`config.mk`:
```
export PLATFORM = sky130hd
export DESIGN_NAME = ir_symbol_rx
export DESIGN_NICKNAME = d
export VERILOG_FILES = /design/src/rtl/ir_rx_pkg.sv /design/src/rtl/ir_tick_gen.sv /design/src/rtl/ir_frontend.sv /design/src/rtl/ir_symbol_meter.sv /design/src/rtl/ir_pair_fifo.sv /design/src/rtl/ir_symbol_rx.sv
export SDC_FILE = /design/constraint.sdc
export NUM_CORES = 1
export LEC_CHECK = 0
export ABC_AREA = 1
export BUFFER_PORTS_ARGS = -buffer_cell sky130_fd_sc_hd__buf_2
export CAP_MARGIN = 20
export CORE_MARGIN = 2
export CORE_UTILIZATION = 56
export DETAILED_ROUTE_END_ITERATION = 6
export PLACE_DENSITY = 0.87
export SETUP_SLACK_MARGIN = 0.4
export SLEW_MARGIN = 0
export SYNTH_ARGS = -nofsm -noshare
export SYNTH_HDL_FRONTEND = slang
export SYNTH_HIERARCHICAL = 1
export SYNTH_SLANG_ARGS = --single-unit
```
`constraint.sdc`:
```
create_clock -name clk_i -period 4.7 [get_ports clk_i]
set_input_delay 0.705 -clock clk_i [delete_from_list [all_inputs] [get_ports clk_i]]
set_output_delay 0.705 -clock clk_i [all_outputs]
set_load 0.02 [all_outputs]
```
`src/rtl/ir_rx_pkg.sv`:
```
package ir_rx_pkg;
  localparam int unsigned TW = 16;
  localparam logic [TW-1:0] LAST_MARK = '1;
  localparam int unsigned IRQ_W = 4;
  localparam int unsigned EV_AVAIL = 0;
  localparam int unsigned EV_LAST  = 1;
  localparam int unsigned EV_OVR   = 2;
  localparam int unsigned EV_FULL  = 3;

  localparam logic [7:0] OFS_MARK  = 8'h40;
  localparam logic [7:0] OFS_PER   = 8'h44;
  localparam logic [7:0] OFS_INTEN = 8'h48;
  localparam logic [7:0] OFS_EVT   = 8'h4C;
  localparam logic [7:0] OFS_EN    = 8'h50;
  localparam logic [7:0] OFS_MAXP  = 8'h54;
  localparam logic [7:0] OFS_CLR   = 8'h58;
  localparam logic [7:0] OFS_NOISE = 8'h5C;
  localparam logic [7:0] OFS_GAP   = 8'h60;
  localparam logic [7:0] OFS_DIV   = 8'h64;
  localparam logic [7:0] OFS_INV   = 8'h68;
  localparam logic [7:0] OFS_RXST  = 8'h6C;

  typedef struct packed {
    logic [TW-1:0] mark;
    logic [TW-1:0] period;
  } ir_pair_t;

  typedef enum logic [1:0] {ST_IDLE, ST_MARK, ST_SPACE} meter_st_e;
endpackage

```
`src/rtl/ir_tick_gen.sv`:
```
module ir_tick_gen #(
  parameter int unsigned DIV_W = 8
) (
  input  logic             clk_i,
  input  logic             rst_ni,
  input  logic [DIV_W-1:0] div_i,
  input  logic             restart_i,
  output logic             tick_o
);
  logic [DIV_W-1:0] cnt_q;
  logic [DIV_W-1:0] lim;

  assign lim    = (div_i == '0) ? '0 : div_i - 1'b1;
  assign tick_o = (cnt_q >= lim);

  always_ff @(posedge clk_i or negedge rst_ni) begin
    if (!rst_ni)        cnt_q <= '0;
    else if (restart_i) cnt_q <= '0;
    else if (tick_o)    cnt_q <= '0;
    else                cnt_q <= cnt_q + 1'b1;
  end


  tick_spacing_chk: assert property (@(posedge clk_i) disable iff (!rst_ni)
    (tick_o && div_i > 1 && !restart_i) |=> !tick_o);
endmodule

```
`src/rtl/ir_frontend.sv`:
```
module ir_frontend #(
  parameter int unsigned NS_W = 8
) (
  input  logic            clk_i,
  input  logic            rst_ni,
  input  logic            line_i,
  input  logic            invert_i,
  input  logic            tick_i,
  input  logic [NS_W-1:0] min_len_i,
  output logic            level_o
);
  logic [1:0]      sync_q;
  logic            raw;
  logic [NS_W-1:0] run_q;
  logic [NS_W:0]   run_nx;
  logic [NS_W:0]   need;

  assign raw    = sync_q[1] ^ invert_i;
  assign run_nx = {1'b0, run_q} + 1'b1;
  assign need   = (min_len_i == '0) ? (NS_W+1)'(1) : {1'b0, min_len_i};

  always_ff @(posedge clk_i or negedge rst_ni) begin
    if (!rst_ni) begin
      sync_q  <= '0;
      run_q   <= '0;
      level_o <= 1'b0;
    end else begin
      sync_q <= {sync_q[0], line_i};
      if (tick_i) begin
        if (raw == level_o) run_q <= '0;
        else if (run_nx >= need) begin
          level_o <= raw;
          run_q   <= '0;
        end else run_q <= run_nx[NS_W-1:0];
      end
    end
  end


  filt_on_tick_chk: assert property (@(posedge clk_i) disable iff (!rst_ni)
    !tick_i |=> $stable(level_o));
endmodule

```
`src/rtl/ir_symbol_meter.sv`:
```
module ir_symbol_meter
  import ir_rx_pkg::*;
#(
  parameter int unsigned GAP_W = 8
) (
  input  logic             clk_i,
  input  logic             rst_ni,
  input  logic             en_i,
  input  logic             tick_i,
  input  logic             level_i,
  input  logic [GAP_W-1:0] gap_lim_i,
  input  logic [TW-1:0]    max_per_i,
  output logic             push_o,
  output logic             last_o,
  output ir_pair_t         pair_o
);
  meter_st_e        st_q, st_d;
  logic [TW-1:0]    sym_q, sym_d, mark_q, mark_d, sym_inc;
  logic [GAP_W-1:0] gap_q, gap_d, gap_inc, gap_eff;

  assign sym_inc = (sym_q == LAST_MARK) ? sym_q : sym_q + 1'b1;
  assign gap_inc = (gap_q == '1) ? gap_q : gap_q + 1'b1;
  assign gap_eff = (gap_lim_i == '0) ? GAP_W'(1) : gap_lim_i;

  always_comb begin
    st_d   = st_q;
    sym_d  = sym_q;
    mark_d = mark_q;
    gap_d  = gap_q;
    push_o = 1'b0;
    last_o = 1'b0;
    pair_o = '{mark: mark_q, period: sym_q};
    if (!en_i) st_d = ST_IDLE;
    else if (tick_i) begin
      unique case (st_q)
        ST_IDLE: if (level_i) begin
          st_d = ST_MARK; sym_d = TW'(1); mark_d = TW'(1); gap_d = '0;
        end
        ST_MARK: begin
          sym_d = sym_inc;
          if (level_i) begin
            mark_d = sym_inc;
            gap_d  = '0;
          end else begin
            gap_d = gap_inc;
            if (gap_inc >= gap_eff) st_d = ST_SPACE;
          end
        end
        ST_SPACE: begin
          if (level_i) begin
            push_o = 1'b1;
            st_d = ST_MARK; sym_d = TW'(1); mark_d = TW'(1); gap_d = '0;
          end else begin
            sym_d = sym_inc;
            if (sym_inc >= max_per_i) begin
              push_o = 1'b1;
              last_o = 1'b1;
              pair_o.period = LAST_MARK;
              st_d = ST_IDLE;
            end
          end
        end
        default: st_d = ST_IDLE;
      endcase
    end
  end

  always_ff @(posedge clk_i or negedge rst_ni) begin
    if (!rst_ni) begin
      st_q   <= ST_IDLE;
      sym_q  <= '0;
      mark_q <= '0;
      gap_q  <= '0;
    end else begin
      st_q   <= st_d;
      sym_q  <= sym_d;
      mark_q <= mark_d;
      gap_q  <= gap_d;
    end
  end


  mark_le_period_chk: assert property (@(posedge clk_i) disable iff (!rst_ni)
    push_o |-> (pair_o.mark != '0 && pair_o.mark <= pair_o.period));

  off_no_push_chk: assert property (@(posedge clk_i) disable iff (!rst_ni)
    !en_i |=> !push_o);
endmodule

```
`src/rtl/ir_pair_fifo.sv`:
```
module ir_pair_fifo
  import ir_rx_pkg::*;
#(
  parameter int unsigned DEPTH = 8,
  localparam int unsigned AW    = (DEPTH > 1) ? $clog2(DEPTH) : 1,
  localparam int unsigned CNT_W = $clog2(DEPTH + 1)
) (
  input  logic             clk_i,
  input  logic             rst_ni,
  input  logic             push_i,
  input  ir_pair_t         data_i,
  input  logic             pop_i,
  output ir_pair_t         head_o,
  output logic [CNT_W-1:0] count_o,
  output logic             full_o,
  output logic             empty_o,
  output logic             drop_o
);
  ir_pair_t      mem_q [DEPTH];
  logic [AW-1:0] wp_q, rp_q;
  logic          do_wr, do_rd;

  assign full_o  = (count_o == CNT_W'(DEPTH));
  assign empty_o = (count_o == '0);
  assign do_wr   = push_i && !full_o;
  assign drop_o  = push_i && full_o;
  assign do_rd   = pop_i && !empty_o;
  assign head_o  = mem_q[rp_q];

  always_ff @(posedge clk_i or negedge rst_ni) begin
    if (!rst_ni) begin
      wp_q    <= '0;
      rp_q    <= '0;
      count_o <= '0;
    end else begin
      if (do_wr) wp_q <= (wp_q == AW'(DEPTH-1)) ? '0 : wp_q + 1'b1;
      if (do_rd) rp_q <= (rp_q == AW'(DEPTH-1)) ? '0 : rp_q + 1'b1;
      if (do_wr && !do_rd)      count_o <= count_o + 1'b1;
      else if (do_rd && !do_wr) count_o <= count_o - 1'b1;
    end
  end

  always_ff @(posedge clk_i) begin
    if (do_wr) mem_q[wp_q] <= data_i;
  end


  count_bound_chk: assert property (@(posedge clk_i) disable iff (!rst_ni)
    count_o <= CNT_W'(DEPTH));

  drop_keeps_count_chk: assert property (@(posedge clk_i) disable iff (!rst_ni)
    (drop_o && !pop_i) |=> count_o == $past(count_o));
endmodule

```
`src/rtl/ir_symbol_rx.sv`:
```
module ir_symbol_rx
  import ir_rx_pkg::*;
#(
  parameter int unsigned ADDR_W      = 8,
  parameter int unsigned DATA_W      = 32,
  parameter int unsigned DIV_W       = 8,
  parameter int unsigned NS_W        = 8,
  parameter int unsigned GAP_W       = 8,
  parameter int unsigned DEPTH       = 8,
  parameter int unsigned RST_DIV     = 5,
  parameter int unsigned RST_MAXP    = 'h5000,
  parameter int unsigned RST_NOISE   = 1,
  parameter int unsigned RST_GAP     = 4
) (
  input  logic              clk_i,
  input  logic              rst_ni,
  input  logic              ir_line_i,
  input  logic [ADDR_W-1:0] bus_addr_i,
  input  logic              bus_wr_i,
  input  logic              bus_rd_i,
  input  logic [DATA_W-1:0] bus_wdata_i,
  output logic [DATA_W-1:0] bus_rdata_o,
  output logic              irq_o
);
  localparam int unsigned CNT_W = $clog2(DEPTH + 1);

  logic             en_q, inv_q;
  logic [IRQ_W-1:0] inten_q, evt_q, evt_set, evt_clr;
  logic [TW-1:0]    maxp_q;
  logic [NS_W-1:0]  noise_q;
  logic [GAP_W-1:0] gap_q;
  logic [DIV_W-1:0] div_q;

  logic             tick, level, push, last, pop, drop, full, empty;
  ir_pair_t         pair, head;
  logic [CNT_W-1:0] count;
  logic             unused_wdata;

  assign unused_wdata = ^bus_wdata_i[DATA_W-1:TW];

  function automatic logic at(input logic [7:0] ofs);
    return bus_addr_i == ADDR_W'(ofs);
  endfunction

  ir_tick_gen #(.DIV_W(DIV_W)) i_tick (
    .clk_i, .rst_ni, .div_i(div_q), .restart_i(bus_wr_i && at(OFS_DIV)), .tick_o(tick)
  );

  ir_frontend #(.NS_W(NS_W)) i_front (
    .clk_i, .rst_ni, .line_i(ir_line_i), .invert_i(inv_q), .tick_i(tick),
    .min_len_i(noise_q), .level_o(level)
  );

  ir_symbol_meter #(.GAP_W(GAP_W)) i_meter (
    .clk_i, .rst_ni, .en_i(en_q), .tick_i(tick), .level_i(level),
    .gap_lim_i(gap_q), .max_per_i(maxp_q), .push_o(push), .last_o(last), .pair_o(pair)
  );

  ir_pair_fifo #(.DEPTH(DEPTH)) i_fifo (
    .clk_i, .rst_ni, .push_i(push), .data_i(pair), .pop_i(pop), .head_o(head),
    .count_o(count), .full_o(full), .empty_o(empty), .drop_o(drop)
  );

  assign pop = bus_rd_i && at(OFS_PER) && !empty;

  always_comb begin
    evt_set           = '0;
    evt_set[EV_AVAIL] = push && !full;
    evt_set[EV_LAST]  = last;
    evt_set[EV_OVR]   = drop;
    evt_set[EV_FULL]  = full;
    evt_clr = (bus_wr_i && at(OFS_CLR)) ? bus_wdata_i[IRQ_W-1:0] : '0;
  end

  always_ff @(posedge clk_i or negedge rst_ni) begin
    if (!rst_ni) begin
      en_q    <= 1'b0;
      inv_q   <= 1'b0;
      inten_q <= '0;
      evt_q   <= '0;
      maxp_q  <= TW'(RST_MAXP);
      noise_q <= NS_W'(RST_NOISE);
      gap_q   <= GAP_W'(RST_GAP);
      div_q   <= DIV_W'(RST_DIV);
    end else begin
      evt_q <= (evt_q & ~evt_clr) | evt_set;
      if (bus_wr_i) begin
        if (at(OFS_EN))    en_q    <= bus_wdata_i[0];
        if (at(OFS_INV))   inv_q   <= bus_wdata_i[0];
        if (at(OFS_INTEN)) inten_q <= bus_wdata_i[IRQ_W-1:0];
        if (at(OFS_MAXP))  maxp_q  <= bus_wdata_i[TW-1:0];
        if (at(OFS_NOISE)) noise_q <= bus_wdata_i[NS_W-1:0];
        if (at(OFS_GAP))   gap_q   <= bus_wdata_i[GAP_W-1:0];
        if (at(OFS_DIV))   div_q   <= bus_wdata_i[DIV_W-1:0];
      end
    end
  end

  assign irq_o = |(evt_q & inten_q);

  always_comb begin
    bus_rdata_o = '0;
    unique case (1'b1)
      at(OFS_MARK):  bus_rdata_o = empty ? '0 : DATA_W'(head.mark);
      at(OFS_PER):   bus_rdata_o = empty ? '0 : DATA_W'(head.period);
      at(OFS_INTEN): bus_rdata_o = DATA_W'(inten_q);
      at(OFS_EVT):   bus_rdata_o = DATA_W'(evt_q);
      at(OFS_EN):    bus_rdata_o = DATA_W'(en_q);
      at(OFS_MAXP):  bus_rdata_o = DATA_W'(maxp_q);
      at(OFS_NOISE): bus_rdata_o = DATA_W'(noise_q);
      at(OFS_GAP):   bus_rdata_o = DATA_W'(gap_q);
      at(OFS_DIV):   bus_rdata_o = DATA_W'(div_q);
      at(OFS_INV):   bus_rdata_o = DATA_W'(inv_q);
      at(OFS_RXST):  bus_rdata_o = DATA_W'({8'(count), 5'b0, evt_q[EV_OVR], 2'b0});
      default:       bus_rdata_o = '0;
    endcase
  end


  ovr_cause_chk: assert property (@(posedge clk_i) disable iff (!rst_ni)
    $rose(evt_q[EV_OVR]) |-> $past(drop));

  clr_ovr_chk: assert property (@(posedge clk_i) disable iff (!rst_ni)
    (bus_wr_i && at(OFS_CLR) && bus_wdata_i[EV_OVR] && !drop) |=> !evt_q[EV_OVR]);
endmodule

```
==> results.md <==
* Run status: finished clean
* First-pass GRT wire length at approximately 76 mm
* Final Hold Vio Count at 0
* Mux cell area share after synthesis at 0%
* Share of post-route cells with drive strength above 1 at 12.35%
* Post-synthesis sequential area ratio at 57.37%
* IO Pins at just under 80
* Vias in the first global route at about 14000
* Main flop type after synthesis: edfxtp_1
* Unrepaired setup endpoints after global routing: false
* Mean post-synth cell area at 9.327 um2
* Core ar. at 32700 um2
* Hold Buf Count CTS at 0
* Row count at 66
* Class of the worst hold path: in2reg
* Crit path from: i_meter/sym_q[1]$_DFFE_PN0P_
* Cell family with the largest share of critical-path delay: simple AND/OR/NAND/NOR gates
* Largest family of logic cells by synthesized area: simple AND/OR/NAND/NOR gates
* Critical Path RT at about 5200 ps
* Count of final setup violators at 0
* Global route overflow at 0
* Worst path slowest cell: dfrtp_1
* Most common library cells after synthesis: 700 x nand2_1, 256 x edfxtp_1, 159 x inv_1, 149 x nor2_1, 115 x dfrtp_1
* Synth Warn # at 6
* Worst EP arrival at 4570 ps
* Crit path top cell by count: nand2_1
* Worst Hold Path EP: i_front/sync_q[0]$_DFF_PN0_
* Setup Skew at 18.13 ps
* Pre-Repair DR Iteration Count at 6
* DR DRC count at 0
* Final Power at 7239 uW
* Buf/Inv on CP at 6
* Xor/xnor cell area share of the yosys netlist at 1.212%
* Synthesized area at 18690 um2
* Post-synthesis compound-gate area fraction at 8.020%
* Final period utilization at 87.53%
* Reg2Reg Setup Slack at 590 ps
* Max cap viols at 0
* Fmax at 243.1 MHz
* Nets at 2155
* Static Leakage at 0.009290 uW
* Yosys top cell area share at 41.13%
* Pins Over Slew Limit at 0
* Yosys reg bits at 377
* TritonCTS clock tree: yes
* Crit path launch type: register
* WHS Path Cells at 1
* Inserted Diodes at 0
* Multi-input logic area at 6983 um2
* # clock sinks at 377
* Clock buffer depth at 3
* Die Area at ~35000 um2
* Area Growth Syn to Fin at 10.84%
* CTS buffer count at 37
* R2R Path Start: i_meter/sym_q[1]$_DFFE_PN0P_
* Crit path largest cell delay at just over 400 ps
* Peak supply drop at 462.5 uV
* Initial drt markers at between 1500 and 2000
* Critical R2R Capture: i_fifo/count_o[2]$_DFFE_PN0P_
* Simple-gate share of the synthesized area at a little under a quarter
* Port Buffers at 45
* Chip height at 186.7 um
* Setup TNS at 0 ps
* Via count at ~15000
* Largest net degree at the start of global routing at 131
* Vias/cell at 5.790
* Largest cells by area after synthesis: edfxtp_1 41%, dfrtp_1 15%, nand2_1 14%, ha_1 3.8%, inv_1 3.2%
* Post-synth EDFFs at 256
* Most common cell in the synthesized netlist: nand2_1
* Fill cells at between 2000 and 2500
* Reg2reg path depth at 27
* HPWL Detailed at around 30 mm
* Initial antenna violation count at 0
* Adder-Cell Fraction of Synth Area at 3.923%
* Clock Latency Late Sink at 540 ps
* Hold Path Origin: ir_line_i
* Initial Util at 57.15%
* Routed Antenna Nets at 0
* Root buf cell: clkbuf_16
* H-tree Lvls at 2
* Largest area contributor in the netlist: edfxtp_1
* GRT Overall Usage at a little over a quarter
* Least-Margin Pin Slew at 892.2 ps
* Register area at approximately 11000 um2
* Slew HR at 40.52%
* Placer Congestion at approximately 0.96
* Ys async rst share at about a third
* Minimum clock period at 4114 ps
* Wire length per cell at 18.97 um
* WL final at ~48 mm
* Die W at around 190 um
* Synth Instances at 2004
* CP Class: reg2reg
* PwrDens at 349.4 nW/um2
* Yosys cell types at 53
* Clock-pin transition on the worst setup and hold timing paths at about 70 ps
* Max FO, Critical Path at 6
* Crit path capture type: register
==> sequential cells by signal, summed over array words and instances, names as in the netlist <==
name,count
i_tick/cnt_q,8
i_meter/sym_q,16
div_q,8
evt_q,4
i_fifo/wp_q,3
maxp_q,16
i_meter/gap_q,8
gap_q,8
i_fifo/rp_q,3
noise_q,8
i_front/run_q,8
inten_q,4
en_q,1
i_meter/mark_q,16
i_front/level_o,1
i_fifo/count_o,4
i_meter/st_q,2
inv_q,1
i_fifo/mem_q,256
i_front/sync_q,2
==> kinds of logic (layout without fill, tap and decap cells) <==
logic type / after synthesis / in the layout
simple gates: 1017 / 1017
other cells: 1 / 16
xor+xnor: 25 / 25
buf+inv: 260 / 322
compound gates: 266 / 266
fa+ha+maj: 58 / 58
flops: 377 / 377
==> metal layers <==
layer	GRT usage [%]	share of wire, %
met1	35.43	38
met2	45.44	48
met3	5.022	9.3
met4	11.72	4.2
met5	0	0
==> power breakdown <==
part / switching (uW) / internal (uW) / leakage, uW / total, uW
registers: 94.2 / 3610 / 0.00421 / 3700
clock network: 1290 / 1580 / 0.000572 / 2870
logic: 448 / 224 / 0.00451 / 672
total: 1830 / 5410 / 0.00929 / 7240
==> worst max-delay path by stage <==
stage,end,slack [ps],cells past startpoint
6_report,i_fifo/count_o[2]$_DFFE_PN0P_,590,27
5_1_grt,i_fifo/count_o[3]$_DFFE_PN0P_,350,31
4_1_cts,i_fifo/count_o[3]$_DFFE_PN0P_,400,30
3_5_place_dp,i_fifo/count_o[3]$_DFFE_PN0P_,240,26
3_3_place_gp,i_fifo/count_o[3]$_DFFE_PN0P_,350,30
2_1_floorplan,i_fifo/mem_q[1][0]$_DFFE_PP_,290,24
==> through the flow <==
step                      instances  worst slack, ps  utilization, %  cell area, um2  hold WS [ps]
after floorplan                2019            287.9               -           18750         331.2
after global placement         2445            351.9           59.18           19350         332.6
after detailed placement       2445            238.6           59.18           19350         353.0
after CTS                      2515            402.0           62.93           20580         265.4
after global routing           2523            345.7           63.35           20720         272.3
final                          2523            586.0           63.35           20720         267.9
==> cell type report <==
cell class,instances,share of cell area (%)
timing repair buffer,78,2.899
clock inverter,23,0.9603
tap,442,2.669
inverter,176,3.225
clock buffer,45,4.759
sequential,377,51.78
multi-input combinational,1382,33.71
==> cell usage in the layout, fill, tap and decap left out, drive strengths merged, types with 2 or more instances in the layout <==
cell type and n:
a21o 2, a21oi 16, a22o 7, a31oi 3, a41o 2, buf 78
clkbuf 45, clkinv 18, clkinvlp 5, conb 16, dfrtp 115, dfstp 6
edfxtp 256, ha 57, inv 175, nand2 714, nand3 91, nand3b 4
nand4 21, nor2 171, nor3 5, nor4 3, o21a 9, o21ai 209
o21bai 2, o22ai 14, or2 6, xnor2 4, xor2 21
==> what timing repair did <==
item / CTS / global route
setup buffers: 2 / 8
resized for setup: 6 / 15
pin swaps: 1 / 7
setup endpoints to repair: 1 / 259
No activity file was read; power rests on OpenSTA's default activity.
